`config.mk`:
```
export PLATFORM = sky130hd
export DESIGN_NAME = ps2_cmd_rx
export DESIGN_NICKNAME = d
export VERILOG_FILES = /design/src/rtl/ps2_cmd_rx_pkg.sv /design/src/rtl/ps2_rx_line_sync.sv /design/src/rtl/ps2_rx_phase_timer.sv /design/src/rtl/ps2_rx_inhibit_det.sv /design/src/rtl/ps2_cmd_rx.sv
export SDC_FILE = /design/constraint.sdc
export NUM_CORES = 1
export LEC_CHECK = 0
export ABC_AREA = 1
export BUFFER_PORTS_ARGS = -buffer_cell sky130_fd_sc_hd__buf_2
export CORE_ASPECT_RATIO = 1.1
export CORE_MARGIN = 2
export CORE_UTILIZATION = 55
export CTS_BUF_LIST = sky130_fd_sc_hd__clkbuf_4 sky130_fd_sc_hd__clkbuf_8
export DETAILED_ROUTE_END_ITERATION = 10
export PLACE_DENSITY = 0.73
export SYNTH_ARGS = -nofsm -noshare
export SYNTH_HDL_FRONTEND = slang
export SYNTH_SLANG_ARGS = --single-unit
export TNS_END_PERCENT = 5
```
`constraint.sdc`:
```
create_clock -name clk -period 2.26 [get_ports clk]
set_input_delay 0.339 -clock clk [delete_from_list [all_inputs] [get_ports clk]]
set_output_delay 0.339 -clock clk [all_outputs]
set_load 0.01 [all_outputs]
```
`src/rtl/ps2_cmd_rx_pkg.sv`:
```
package ps2_cmd_rx_pkg;

    localparam int DATA_W     = 8;
    localparam int FRAME_BITS = DATA_W + 2;   // data, parity, stop

    typedef enum logic [2:0] {
        ST_IDLE,
        ST_BIT_LO,
        ST_BIT_HI,
        ST_ACK_LO,
        ST_ACK_HI,
        ST_HOLD_LO,
        ST_HOLD_HI
    } rx_state_e;

endpackage

```
`src/rtl/ps2_rx_line_sync.sv`:
```
module ps2_rx_line_sync #(
    parameter int STAGES = 2
) (
    input  logic clk,
    input  logic rst_n,
    input  logic line_i,
    output logic line_o
);
    logic [STAGES-1:0] sh_q;

    always_ff @(posedge clk or negedge rst_n) begin
        if (!rst_n) sh_q <= '1;   // released lines read high
        else        sh_q <= {sh_q[STAGES-2:0], line_i};
    end

    assign line_o = sh_q[STAGES-1];
endmodule

```
`src/rtl/ps2_rx_phase_timer.sv`:
```
module ps2_rx_phase_timer #(
    parameter int HALF_CYC = 4000
) (
    input  logic clk,
    input  logic rst_n,
    input  logic restart,
    output logic mid_tick,
    output logic end_tick
);
    localparam int CW = (HALF_CYC > 2) ? $clog2(HALF_CYC) : 1;
    localparam logic [CW-1:0] LAST = CW'(HALF_CYC - 1);
    localparam logic [CW-1:0] MID  = CW'(HALF_CYC / 2);

    logic [CW-1:0] cnt_q;

    always_ff @(posedge clk or negedge rst_n) begin
        if (!rst_n)            cnt_q <= '0;
        else if (restart)      cnt_q <= '0;
        else if (cnt_q != LAST) cnt_q <= cnt_q + 1'b1;
    end

    assign mid_tick = (cnt_q == MID);
    assign end_tick = (cnt_q == LAST);
endmodule

```
`src/rtl/ps2_rx_inhibit_det.sv`:
```
module ps2_rx_inhibit_det #(
    parameter int INH_CYC = 10000
) (
    input  logic clk,
    input  logic rst_n,
    input  logic line_clk,
    output logic inhibit
);
    localparam int CW = $clog2(INH_CYC + 1);
    localparam logic [CW-1:0] LIMIT = CW'(INH_CYC);

    logic [CW-1:0] run_q;

    always_ff @(posedge clk or negedge rst_n) begin
        if (!rst_n)            run_q <= '0;
        else if (line_clk)     run_q <= '0;
        else if (run_q != LIMIT) run_q <= run_q + 1'b1;
    end

    assign inhibit = (run_q == LIMIT);
endmodule

```
`src/rtl/ps2_cmd_rx.sv`:
```
module ps2_cmd_rx
    import ps2_cmd_rx_pkg::*;
#(
    parameter int HALF_CYC    = 4000,
    parameter int INH_CYC     = 10000,
    parameter int SYNC_STAGES = 2
) (
    input  logic              clk,
    input  logic              rst_n,
    input  logic              ps2_clk_i,
    input  logic              ps2_dat_i,
    output logic              ps2_clk_pull_o,
    output logic              ps2_dat_pull_o,
    output logic [DATA_W-1:0] cmd_byte_o,
    output logic              cmd_valid_o,
    output logic              cmd_parity_err_o,
    output logic              cmd_frame_err_o
);
    localparam int CNT_W = $clog2(FRAME_BITS + 1);
    localparam logic [CNT_W-1:0] ALL_SAMPLED = CNT_W'(FRAME_BITS);
    localparam logic [CNT_W-1:0] STOP_IDX    = CNT_W'(FRAME_BITS - 1);

    rx_state_e st_q, nxt;
    logic clk_s, dat_s;
    logic mid_tick, end_tick, inhibit;
    logic [FRAME_BITS-1:0] shreg_q;
    logic [CNT_W-1:0]      bit_cnt_q;
    logic [DATA_W-1:0]     byte_q;
    logic clk_pull_q, dat_pull_q, valid_q, perr_q, ferr_q;

    ps2_rx_line_sync #(.STAGES(SYNC_STAGES)) u_sync_clk (
        .clk(clk), .rst_n(rst_n), .line_i(ps2_clk_i), .line_o(clk_s));
    ps2_rx_line_sync #(.STAGES(SYNC_STAGES)) u_sync_dat (
        .clk(clk), .rst_n(rst_n), .line_i(ps2_dat_i), .line_o(dat_s));

    ps2_rx_phase_timer #(.HALF_CYC(HALF_CYC)) u_timer (
        .clk(clk), .rst_n(rst_n), .restart(nxt != st_q),
        .mid_tick(mid_tick), .end_tick(end_tick));

    ps2_rx_inhibit_det #(.INH_CYC(INH_CYC)) u_inhibit (
        .clk(clk), .rst_n(rst_n), .line_clk(clk_s), .inhibit(inhibit));

    // state register
    always_ff @(posedge clk or negedge rst_n) begin
        if (!rst_n) st_q <= ST_IDLE;
        else        st_q <= nxt;
    end

    // next-state logic
    always_comb begin
        nxt = st_q;
        unique case (st_q)
            ST_IDLE:    if (clk_s && !dat_s) nxt = ST_BIT_LO;
            ST_BIT_LO: begin
                if (inhibit)       nxt = ST_IDLE;
                else if (end_tick) nxt = ST_BIT_HI;
            end
            ST_BIT_HI: begin
                if (inhibit) nxt = ST_IDLE;
                else if (end_tick) begin
                    if (bit_cnt_q != ALL_SAMPLED)   nxt = ST_BIT_LO;
                    else if (shreg_q[FRAME_BITS-1]) nxt = ST_ACK_LO;
                    else                            nxt = ST_HOLD_LO;
                end
            end
            ST_ACK_LO:  if (end_tick) nxt = ST_ACK_HI;
            ST_ACK_HI:  if (end_tick) nxt = ST_IDLE;
            ST_HOLD_LO: if (end_tick) nxt = ST_HOLD_HI;
            ST_HOLD_HI: begin
                if (mid_tick && dat_s) nxt = ST_IDLE;
                else if (end_tick)     nxt = ST_HOLD_LO;
            end
            default:    nxt = ST_IDLE;
        endcase
    end

    // outputs and datapath
    always_ff @(posedge clk or negedge rst_n) begin
        if (!rst_n) begin
            clk_pull_q <= 1'b0;
            dat_pull_q <= 1'b0;
            valid_q    <= 1'b0;
            perr_q     <= 1'b0;
            ferr_q     <= 1'b0;
            shreg_q    <= '0;
            bit_cnt_q  <= '0;
            byte_q     <= '0;
        end else begin
            valid_q    <= 1'b0;
            perr_q     <= 1'b0;
            ferr_q     <= 1'b0;
            clk_pull_q <= (nxt == ST_BIT_LO) || (nxt == ST_ACK_LO) ||
                          (nxt == ST_HOLD_LO);

            if (st_q == ST_IDLE) bit_cnt_q <= '0;

            if (st_q == ST_BIT_HI && mid_tick && bit_cnt_q != ALL_SAMPLED) begin
                shreg_q   <= {dat_s, shreg_q[FRAME_BITS-1:1]};
                bit_cnt_q <= bit_cnt_q + 1'b1;
                // acknowledge drive begins while Clock is still high
                if (bit_cnt_q == STOP_IDX && dat_s) dat_pull_q <= 1'b1;
            end

            if (st_q == ST_ACK_HI && mid_tick) dat_pull_q <= 1'b0;

            if (st_q == ST_ACK_HI && end_tick) begin
                byte_q <= shreg_q[DATA_W-1:0];
                if (^shreg_q[DATA_W:0]) valid_q <= 1'b1;
                else                    perr_q  <= 1'b1;
            end

            if (st_q == ST_HOLD_HI && mid_tick && dat_s) ferr_q <= 1'b1;

            if (nxt == ST_IDLE) dat_pull_q <= 1'b0;
        end
    end

    assign ps2_clk_pull_o   = clk_pull_q;
    assign ps2_dat_pull_o   = dat_pull_q;
    assign cmd_byte_o       = byte_q;
    assign cmd_valid_o      = valid_q;
    assign cmd_parity_err_o = perr_q;
    assign cmd_frame_err_o  = ferr_q;
endmodule

```
==> results of run 1 <==
-- layer usage --
metal / routed length [µm] / track usage [%]
met5: 0 / 0
met3: 205 / 4.13
met1: 2900 / 30.0
met2: 2670 / 28.8
met4: 116 / 9.41
-- registers in the layout, summed over array words and instances, names as in the netlist --
register          cells
u_inhibit.run_q      14
u_timer.cnt_q        12
shreg_q              10
cmd_byte_o            8
bit_cnt_q             4
st_q                  3
u_sync_clk.sh_q       2
u_sync_dat.sh_q       2
cmd_frame_err_o       1
cmd_parity_err_o      1
cmd_valid_o           1
ps2_clk_pull_o        1
ps2_dat_pull_o        1
-- what timing repair did --
item                                   4_1_cts  5_1_grt
gates resized for setup                      0        2
endpoints found under the hold margin        0        0
setup endpoints to repair                    0       12
-- where the power goes --
part	total (µW)	switching [µW]	leakage (µW)	internal (µW)
clock	941	414	0.0000999	528
combinational	250	164	0.000755	86.6
sequential	1180	55.6	0.000809	1120
total	2370	633	0.00166	1740
-- worst max-delay path, stage by stage, from the launching register on --
cell and delay, ns:
sky130_fd_sc_hd__dfrtp_1 0.39, sky130_fd_sc_hd__ha_2 0.27, sky130_fd_sc_hd__nand2_1 0.09, sky130_fd_sc_hd__nor2_1 0.15, sky130_fd_sc_hd__nand3_1 0.19, sky130_fd_sc_hd__nand2_1 0.11
sky130_fd_sc_hd__inv_1 0.04, sky130_fd_sc_hd__nor2_1 0.08, sky130_fd_sc_hd__nand2_1 0.08, sky130_fd_sc_hd__nand3_1 0.12, sky130_fd_sc_hd__nand2_1 0.06, sky130_fd_sc_hd__nand2_1 0.06
sky130_fd_sc_hd__inv_1 0.06, sky130_fd_sc_hd__nand2_4 0.18, sky130_fd_sc_hd__nor2_1 0.08
-- cells by family (layout without fill, tap and decap cells) --
family          Yosys count  in the layout
simple gates            193            193
flops                    60             60
buf+inv                  58             87
compound gates           45             45
xor+xnor                 15             15
fa+ha+maj                 7              7
mux                       1              1
-- cell usage after synthesis (all sizes together), types with 4 or more instances --
library cell   n
xor2           8
nor2          51
dfrtp         56
xnor2          7
o21ai         33
inv           51
nand2         87
a21oi          9
nand4         10
dfstp          4
nor3          13
nand3         27
ha             7
-- how the worst max path moves through the flow --
| stage | depth (start not counted) | start | end |
|---|---|---|---|
| 3_5_place_dp | 14 | u_timer.cnt_q[1]$_DFFE_PN0P_ | u_timer.cnt_q[2]$_DFFE_PN0P_ |
| 3_3_place_gp | 14 | u_timer.cnt_q[1]$_DFFE_PN0P_ | u_timer.cnt_q[1]$_DFFE_PN0P_ |
| 4_1_cts | 14 | u_timer.cnt_q[1]$_DFFE_PN0P_ | u_timer.cnt_q[2]$_DFFE_PN0P_ |
| 6_report | 14 | u_timer.cnt_q[1]$_DFFE_PN0P_ | u_timer.cnt_q[2]$_DFFE_PN0P_ |
| 5_1_grt | 14 | u_timer.cnt_q[1]$_DFFE_PN0P_ | u_timer.cnt_q[2]$_DFFE_PN0P_ |
| 2_1_floorplan | 15 | u_timer.cnt_q[1]$_DFFE_PN0P_ | u_timer.cnt_q[3]$_DFFE_PN0P_ |
-- stage by stage --
| step | cell area [µm²] | power, µW | utilization, % | hold slack [ns] |
|---|---|---|---|---|
| floorplan | 3130 | 1380 | - | 0.0434 |
| global placement | 3300 | 1430 | 60.8 | 0.346 |
| detailed placement | 3300 | 1440 | 60.8 | 0.347 |
| CTS | 3490 | 2390 | 64.3 | 0.00186 |
| global route | 3500 | 2470 | 64.5 | 0.0276 |
| finish | 3500 | 2370 | 64.5 | -0.00457 |
-- cell type report --
cell class / instances / share of cell area [%]
clock inverters: 5 / 1.50
inverters: 52 / 5.58
multi-input cells: 261 / 40.0
clock buffers: 11 / 3.97
repair buffers: 19 / 3.29
flip-flops and latches: 60 / 43.0
well taps: 75 / 2.68
-- layout by cell type, fill, tap and decap left out, drive strengths merged, types with 2 or more instances in the layout --
cell    instances
dfstp           4
inv            51
nand3          27
ha              7
nand2          87
o22ai           2
nand4          10
buf            19
xnor2           7
nor3           13
nor2           51
xor2            8
clkinv          4
clkbuf         11
o21ai          33
a21oi           9
dfrtp          56
==> summary.md, run 1 <==
| Metric | Value |
|---|---|
| X dimension of the die | `75.9 µm` |
| IO Port Bufs | `16` |
| Final weighted congestion in routability-driven placement | `0.880` |
| Total of flip-flops plus latches after synthesis | `60` |
| Power per Cell Area | `677 nW/µm²` |
| Synth cell types | `34` |
| Core area | `5430 µm²` |
| Post-synthesis instance area | `3130 µm²` |
| Compound-cell area share of the yosys netlist | `7.37%` |
| Sequential cell area in the final layout | `1510 µm²` |
| I/O pin cnt | `17` |
| Clock latency of the later-clocked register in the worst-skew pair | `0.34 ns` |
| Yosys warning count | `0` |
| Number of instances in the synthesized netlist | `379` |
| Simple-gate share of the synthesized area | `29.8%` |
| TritonCTS clock tree | `yes` |
| Rows | `28` |
| Maximum fanout count along the critical path | `12` |
| Synthesized netlist net count | `390` |
| Quantity of hold-fixing buffers added after cts | `0` |
| Largest net degree at the start of global routing | `61` |
| Post-CTS Repair Setup Buffers | `0` |
| Max-cap violation count | `0` |
| Required time worst endpoint | `2.48 ns` |
| Area taken by multi-input logic gates | `1400 µm²` |
| Initial DRT Pass Iterations | `4` |
| Post-synthesis share of cell area spent on xor and xnor gates | `4.20%` |
| Reg-to-reg startpoint | `u_timer.cnt_q[1]$_DFFE_PN0P_` |
| Fraction of synthesized area in multiplexers | `0.320%` |
| Fraction of layout instances using a drive strength above 1 | `18.1%` |
| Die ar. | `6300 µm²` |
| Top-area cell type share of the netlist area | `44.8%` |
| Aggregate global routing overflow | `0` |
| Async set-reset flop share out of synthesis | `100%` |
| Failing checks | `hold timing` |
| Slew headroom | `65.0%` |
| Die height | `83.1 µm` |
| R2r setup slk | `0.19 ns` |
| Count of vias placed by the detailed router | `2432` |
| Max Fclk | `482 MHz` |
| Post-route worst setup slack | `0.186 ns` |
| Area growth syn-to-layout | `12.0%` |
| Hold WC Path Type | `primary input to asynchronous set/reset pin` |
| Worst reg-to-reg path cell count | `14` |
| Post-layout min period | `2.07 ns` |
| Clock transition at the register clock pins on the worst setup and hold paths after CTS | `0.07 ns` |
| Clock sink count | `60` |
| Final Hold Fails | `6` |
| Count of endpoints failing setup in the final report | `0` |
| Category of the worst setup path capture point | `flip-flop` |
| Crit start category | `flip-flop` |
| Total placed cells including tap cells | `467` |
| Largest buffer count on any clock path | `2` |
| Antenna diode instance count | `0` |
| Combinational family with the most area after synthesis | `simple AND/OR/NAND/NOR gates` |
| Status | `complete, but fails checks` |
| Number of H-tree levels | `3` |
| Antenna violations before repair | `0` |
| Minimum setup slack after placement | `0.0715 ns` |
| Layout net count | `414` |
| Worst setup path class | `flip-flop to flip-flop` |
| Worst R2R End | `u_timer.cnt_q[2]$_DFFE_PN0P_` |
| DRC marker count from the first detailed-route iteration | `125` |
| CTS Buf Count | `9` |
| Fin cells | `483` |
| TNS Setup | `0 ns` |
| Most used flip-flop cell after synthesis | `sky130_fd_sc_hd__dfrtp_1` |
| Clock Root Buffer | `sky130_fd_sc_hd__clkbuf_8` |
| Avg Inst Size Synth | `8.25 µm²` |
| Number of vias per cell after detailed routing | `5.04` |
| Cell types occupying the most area after synthesis | `sky130_fd_sc_hd__dfrtp_1, sky130_fd_sc_hd__nand2_1, sky130_fd_sc_hd__inv_1` |
| Average detailed-routed wire length per instance | `12.2 µm` |
| Smallest hold slack | `-0.00457 ns` |
| Fill cell instance count of the final layout | `460` |
| Aggregate routed wire length | `5880 µm` |
| Global-route usage over all layers | `20.5%` |
| Library cell with the largest summed area after synthesis | `sky130_fd_sc_hd__dfrtp_1` |
| Leakage | `0.00166 µW` |
| Slew at the pin closest to its max-slew limit | `0.521 ns` |
| Via count of the first global-routing pass | `2290` |
| DRC violations left | `0` |
| Wire length of the first global-routing pass | `10000 µm` |
| Sequential element share of the synthesized area | `48.2%` |
| Initial Util | `57.6%` |
| Slew Limit Fails | `0` |
| Worst supply voltage drop on vdd | `419 µV` |
| Arrival time worst endpoint | `2.29 ns` |
| Worst Clk Skew | `0.00794 ns` |
| Placed wire-length estimate | `4140 µm` |
| Fin crit share | `91.8%` |
| Post-synthesis adder-cell area fraction | `2.80%` |
| Number of routed nets with antenna violations | `0` |
| EDFF count, synth | `0` |
(Power assumes the default switching activity.)
==> run 2, diff against run 1 <==
--- a/config.mk
+++ b/config.mk
@@ -9,10 +9,10 @@
 export BUFFER_PORTS_ARGS = -buffer_cell sky130_fd_sc_hd__buf_2
 export CORE_ASPECT_RATIO = 1.1
 export CORE_MARGIN = 2
-export CORE_UTILIZATION = 55
+export CORE_UTILIZATION = 65
 export CTS_BUF_LIST = sky130_fd_sc_hd__clkbuf_4 sky130_fd_sc_hd__clkbuf_8
 export DETAILED_ROUTE_END_ITERATION = 10
-export PLACE_DENSITY = 0.73
+export PLACE_DENSITY = 0.84
 export SYNTH_ARGS = -nofsm -noshare
 export SYNTH_HDL_FRONTEND = slang
 export SYNTH_SLANG_ARGS = --single-unit
==> constraint.sdc (replaced) <==
create_clock -name clk -period 2.5 [get_ports clk]
set_input_delay 0.375 -clock clk [delete_from_list [all_inputs] [get_ports clk]]
set_output_delay 0.375 -clock clk [all_outputs]
set_load 0.01 [all_outputs]
==> summary.md, run 2 (synthesis results as in run 1) <==
| Metric | Value |
|---|---|
| Fin crit share | `91.6%` |
| Antenna diode instance count | `0` |
| Category of the worst setup path capture point | `flip-flop` |
| Status | `completed` |
| Rows | `26` |
| Top reg by flops | `u_inhibit.run_q` |
| Antenna violations before repair | `0` |
| Minimum setup slack after placement | `0.296 ns` |
| Post-route worst setup slack | `0.210 ns` |
| Clock sink count | `60` |
| Largest net degree at the start of global routing | `28` |
| Leakage | `0.00167 µW` |
| Number of vias per cell after detailed routing | `5.49` |
| Worst Clk Skew | `0.00940 ns` |
| Die ar. | `5380 µm²` |
| Largest registers ranked by flip-flop count | `u_inhibit.run_q x14, u_timer.cnt_q x12, shreg_q x10` |
| Power per Cell Area | `649 nW/µm²` |
| Max FFs per register | `14` |
| Crit start category | `flip-flop` |
| Max-cap violation count | `0` |
| X dimension of the die | `70.1 µm` |
| Fraction of layout instances using a drive strength above 1 | `17.9%` |
| Max Fclk | `437 MHz` |
| Unrepaired setup endpoints after global routing | `no` |
| Quantity of hold-fixing buffers added after cts | `0` |
| TNS Setup | `0 ns` |
| Clock Root Buffer | `sky130_fd_sc_hd__clkbuf_8` |
| Die height | `76.7 µm` |
| Slew Limit Fails | `0` |
| Layout net count | `414` |
| Count of vias placed by the detailed router | `2547` |
| DRC violations left | `0` |
| Worst setup path class | `flip-flop to flip-flop` |
| Share of the core filled with cells in the final layout | `75.0%` |
| Average detailed-routed wire length per instance | `13.1 µm` |
| Slew at the pin closest to its max-slew limit | `0.615 ns` |
| Hold WC Path Type | `primary input to asynchronous set/reset pin` |
| Fin cells | `464` |
| Wire length of the first global-routing pass | `10700 µm` |
| Post-CTS Repair Setup Buffers | `0` |
| Required time worst endpoint | `2.72 ns` |
| Global-route usage over all layers | `24.9%` |
| DRC marker count from the first detailed-route iteration | `240` |
| Maximum fanout count along the critical path | `12` |
| Core area | `4650 µm²` |
| Portion of total power attributed to the clock network | `43.1%` |
| Most used cells in the layout excluding fill and tap cells | `sky130_fd_sc_hd__nand2_1, sky130_fd_sc_hd__dfrtp_1, sky130_fd_sc_hd__inv_1` |
| Largest buffer count on any clock path | `2` |
| Net Sw Power | `568 µW` |
| Initial Util | `67.2%` |
| IO Port Bufs | `16` |
| Clock transition at the register clock pins on the worst setup and hold paths after CTS | `0.06 ns` |
| Placed wire-length estimate | `4420 µm` |
| Sequential group share of total power | `47.1%` |
| Total placed cells including tap cells | `448` |
| Aggregate global routing overflow | `0` |
| Final weighted congestion in routability-driven placement | `0.918` |
| TritonCTS clock tree | `yes` |
| Final Hold Fails | `0` |
| CTS Buf Count | `9` |
| Most common library cell in the layout ignoring fill and taps | `sky130_fd_sc_hd__nand2_1` |
| I/O pin cnt | `17` |
| Post-layout min period | `2.29 ns` |
| Via count of the first global-routing pass | `2452` |
| P_int | `1700 µW` |
| Comb power frac | `9.8%` |
| Number of H-tree levels | `3` |
| Area growth syn-to-layout | `11.7%` |
| Slew headroom | `58.9%` |
| Worst supply voltage drop on vdd | `537 µV` |
| Arrival time worst endpoint | `2.51 ns` |
| Aggregate routed wire length | `6080 µm` |
| Initial DRT Pass Iterations | `6` |
| Fill cell instance count of the final layout | `324` |
| Count of endpoints failing setup in the final report | `0` |
| Resize count post-CTS | `0` |
| Clock latency of the later-clocked register in the worst-skew pair | `0.35 ns` |
| Number of routed nets with antenna violations | `0` |
| Switching portion of total power | `25.1%` |
## run 2: changes by cell type in the layout (fill, tap and decap cells not counted)
| cell | before | now |
|---|---|---|
| sky130_fd_sc_hd__nand2_2 | 6 | 7 |
| sky130_fd_sc_hd__buf_12 | 1 | 0 |
| sky130_fd_sc_hd__ha_1 | 6 | 7 |
| sky130_fd_sc_hd__clkbuf_8 | 9 | 10 |
| sky130_fd_sc_hd__bufinv_16 | 1 | 2 |
| sky130_fd_sc_hd__ha_2 | 1 | 0 |
| sky130_fd_sc_hd__buf_4 | 2 | 3 |
| sky130_fd_sc_hd__nand2_4 | 3 | 2 |
| sky130_fd_sc_hd__clkinv_2 | 3 | 1 |
## run 2: area by class of cell
type | count | area (µm²) | area share (%)
Sequential cell | 60 | 1510 | 43.2
Multi-Input combinational cell | 261 | 1390 | 39.9
Inverter | 52 | 195 | 5.59
Clock buffer | 12 | 153 | 4.37
Timing Repair Buffer | 19 | 103 | 2.94
Clock inverter | 4 | 72.6 | 2.08
Tap cell | 56 | 70.1 | 2.01
## run 2: worst paths after layout
check                                                  start                              to  slack (ns)  cells past startpoint
worst min-delay path                                   rst_n  u_inhibit.run_q[2]$_DFFE_PN0P_        0.02                      1
min in group clk                                   ps2_clk_i    u_sync_clk.sh_q[0]$_DFF_PN1_        0.13                      1
worst max register to register  u_timer.cnt_q[1]$_DFFE_PN0P_    u_timer.cnt_q[1]$_DFFE_PN0P_        0.21                     14
max in group asynchronous                              rst_n    u_sync_dat.sh_q[0]$_DFF_PN1_        1.77                      2
worst max-delay path            u_timer.cnt_q[1]$_DFFE_PN0P_    u_timer.cnt_q[1]$_DFFE_PN0P_        0.21                     14
worst min register to register  u_sync_dat.sh_q[0]$_DFF_PN1_    u_sync_dat.sh_q[1]$_DFF_PN1_        0.36                      0
## run 2: worst max-delay path, cell delays in order, from the launching register on
cell and delay, ns:
sky130_fd_sc_hd__dfrtp_1 0.39, sky130_fd_sc_hd__ha_1 0.31, sky130_fd_sc_hd__nand2_1 0.11, sky130_fd_sc_hd__nor2_1 0.15, sky130_fd_sc_hd__nand3_1 0.18, sky130_fd_sc_hd__nand2_1 0.11, sky130_fd_sc_hd__inv_1 0.04, sky130_fd_sc_hd__nor2_1 0.08
sky130_fd_sc_hd__nand2_1 0.08, sky130_fd_sc_hd__nand3_1 0.13, sky130_fd_sc_hd__nand2_1 0.08, sky130_fd_sc_hd__nand2_1 0.08, sky130_fd_sc_hd__inv_1 0.06, sky130_fd_sc_hd__nand2_2 0.27, sky130_fd_sc_hd__nor2_1 0.08
## run 2: stage by stage
step	hold WS, ns	power, µW	cell area [µm²]
CTS	0.0493	2280	3490
global placement	0.347	1290	3270
global route	0.0874	2350	3490
finish	0.0229	2270	3490
floorplan	0.0794	1240	3130
detailed placement	0.350	1310	3270
## run 2: power groups by stage
stage	Clock, µW	Sequential (µW)	Combinational, µW
2_1_floorplan	0	1070	176
3_3_place_gp	0	1080	211
3_5_place_dp	0	1080	224
4_1_cts	988	1060	225
5_1_grt	1030	1070	253
6_report	977	1070	223
## run 2: metal layers
layer / up-vias / wire length, µm / GRT usage (%)
met3: 22 / 328 / 4.34
met4: 0 / 174 / 13.7
met1: 1180 / 2710 / 32.9
li1: 1257 / - / -
met5: - / 0 / 0
met2: 88 / 2870 / 39.2
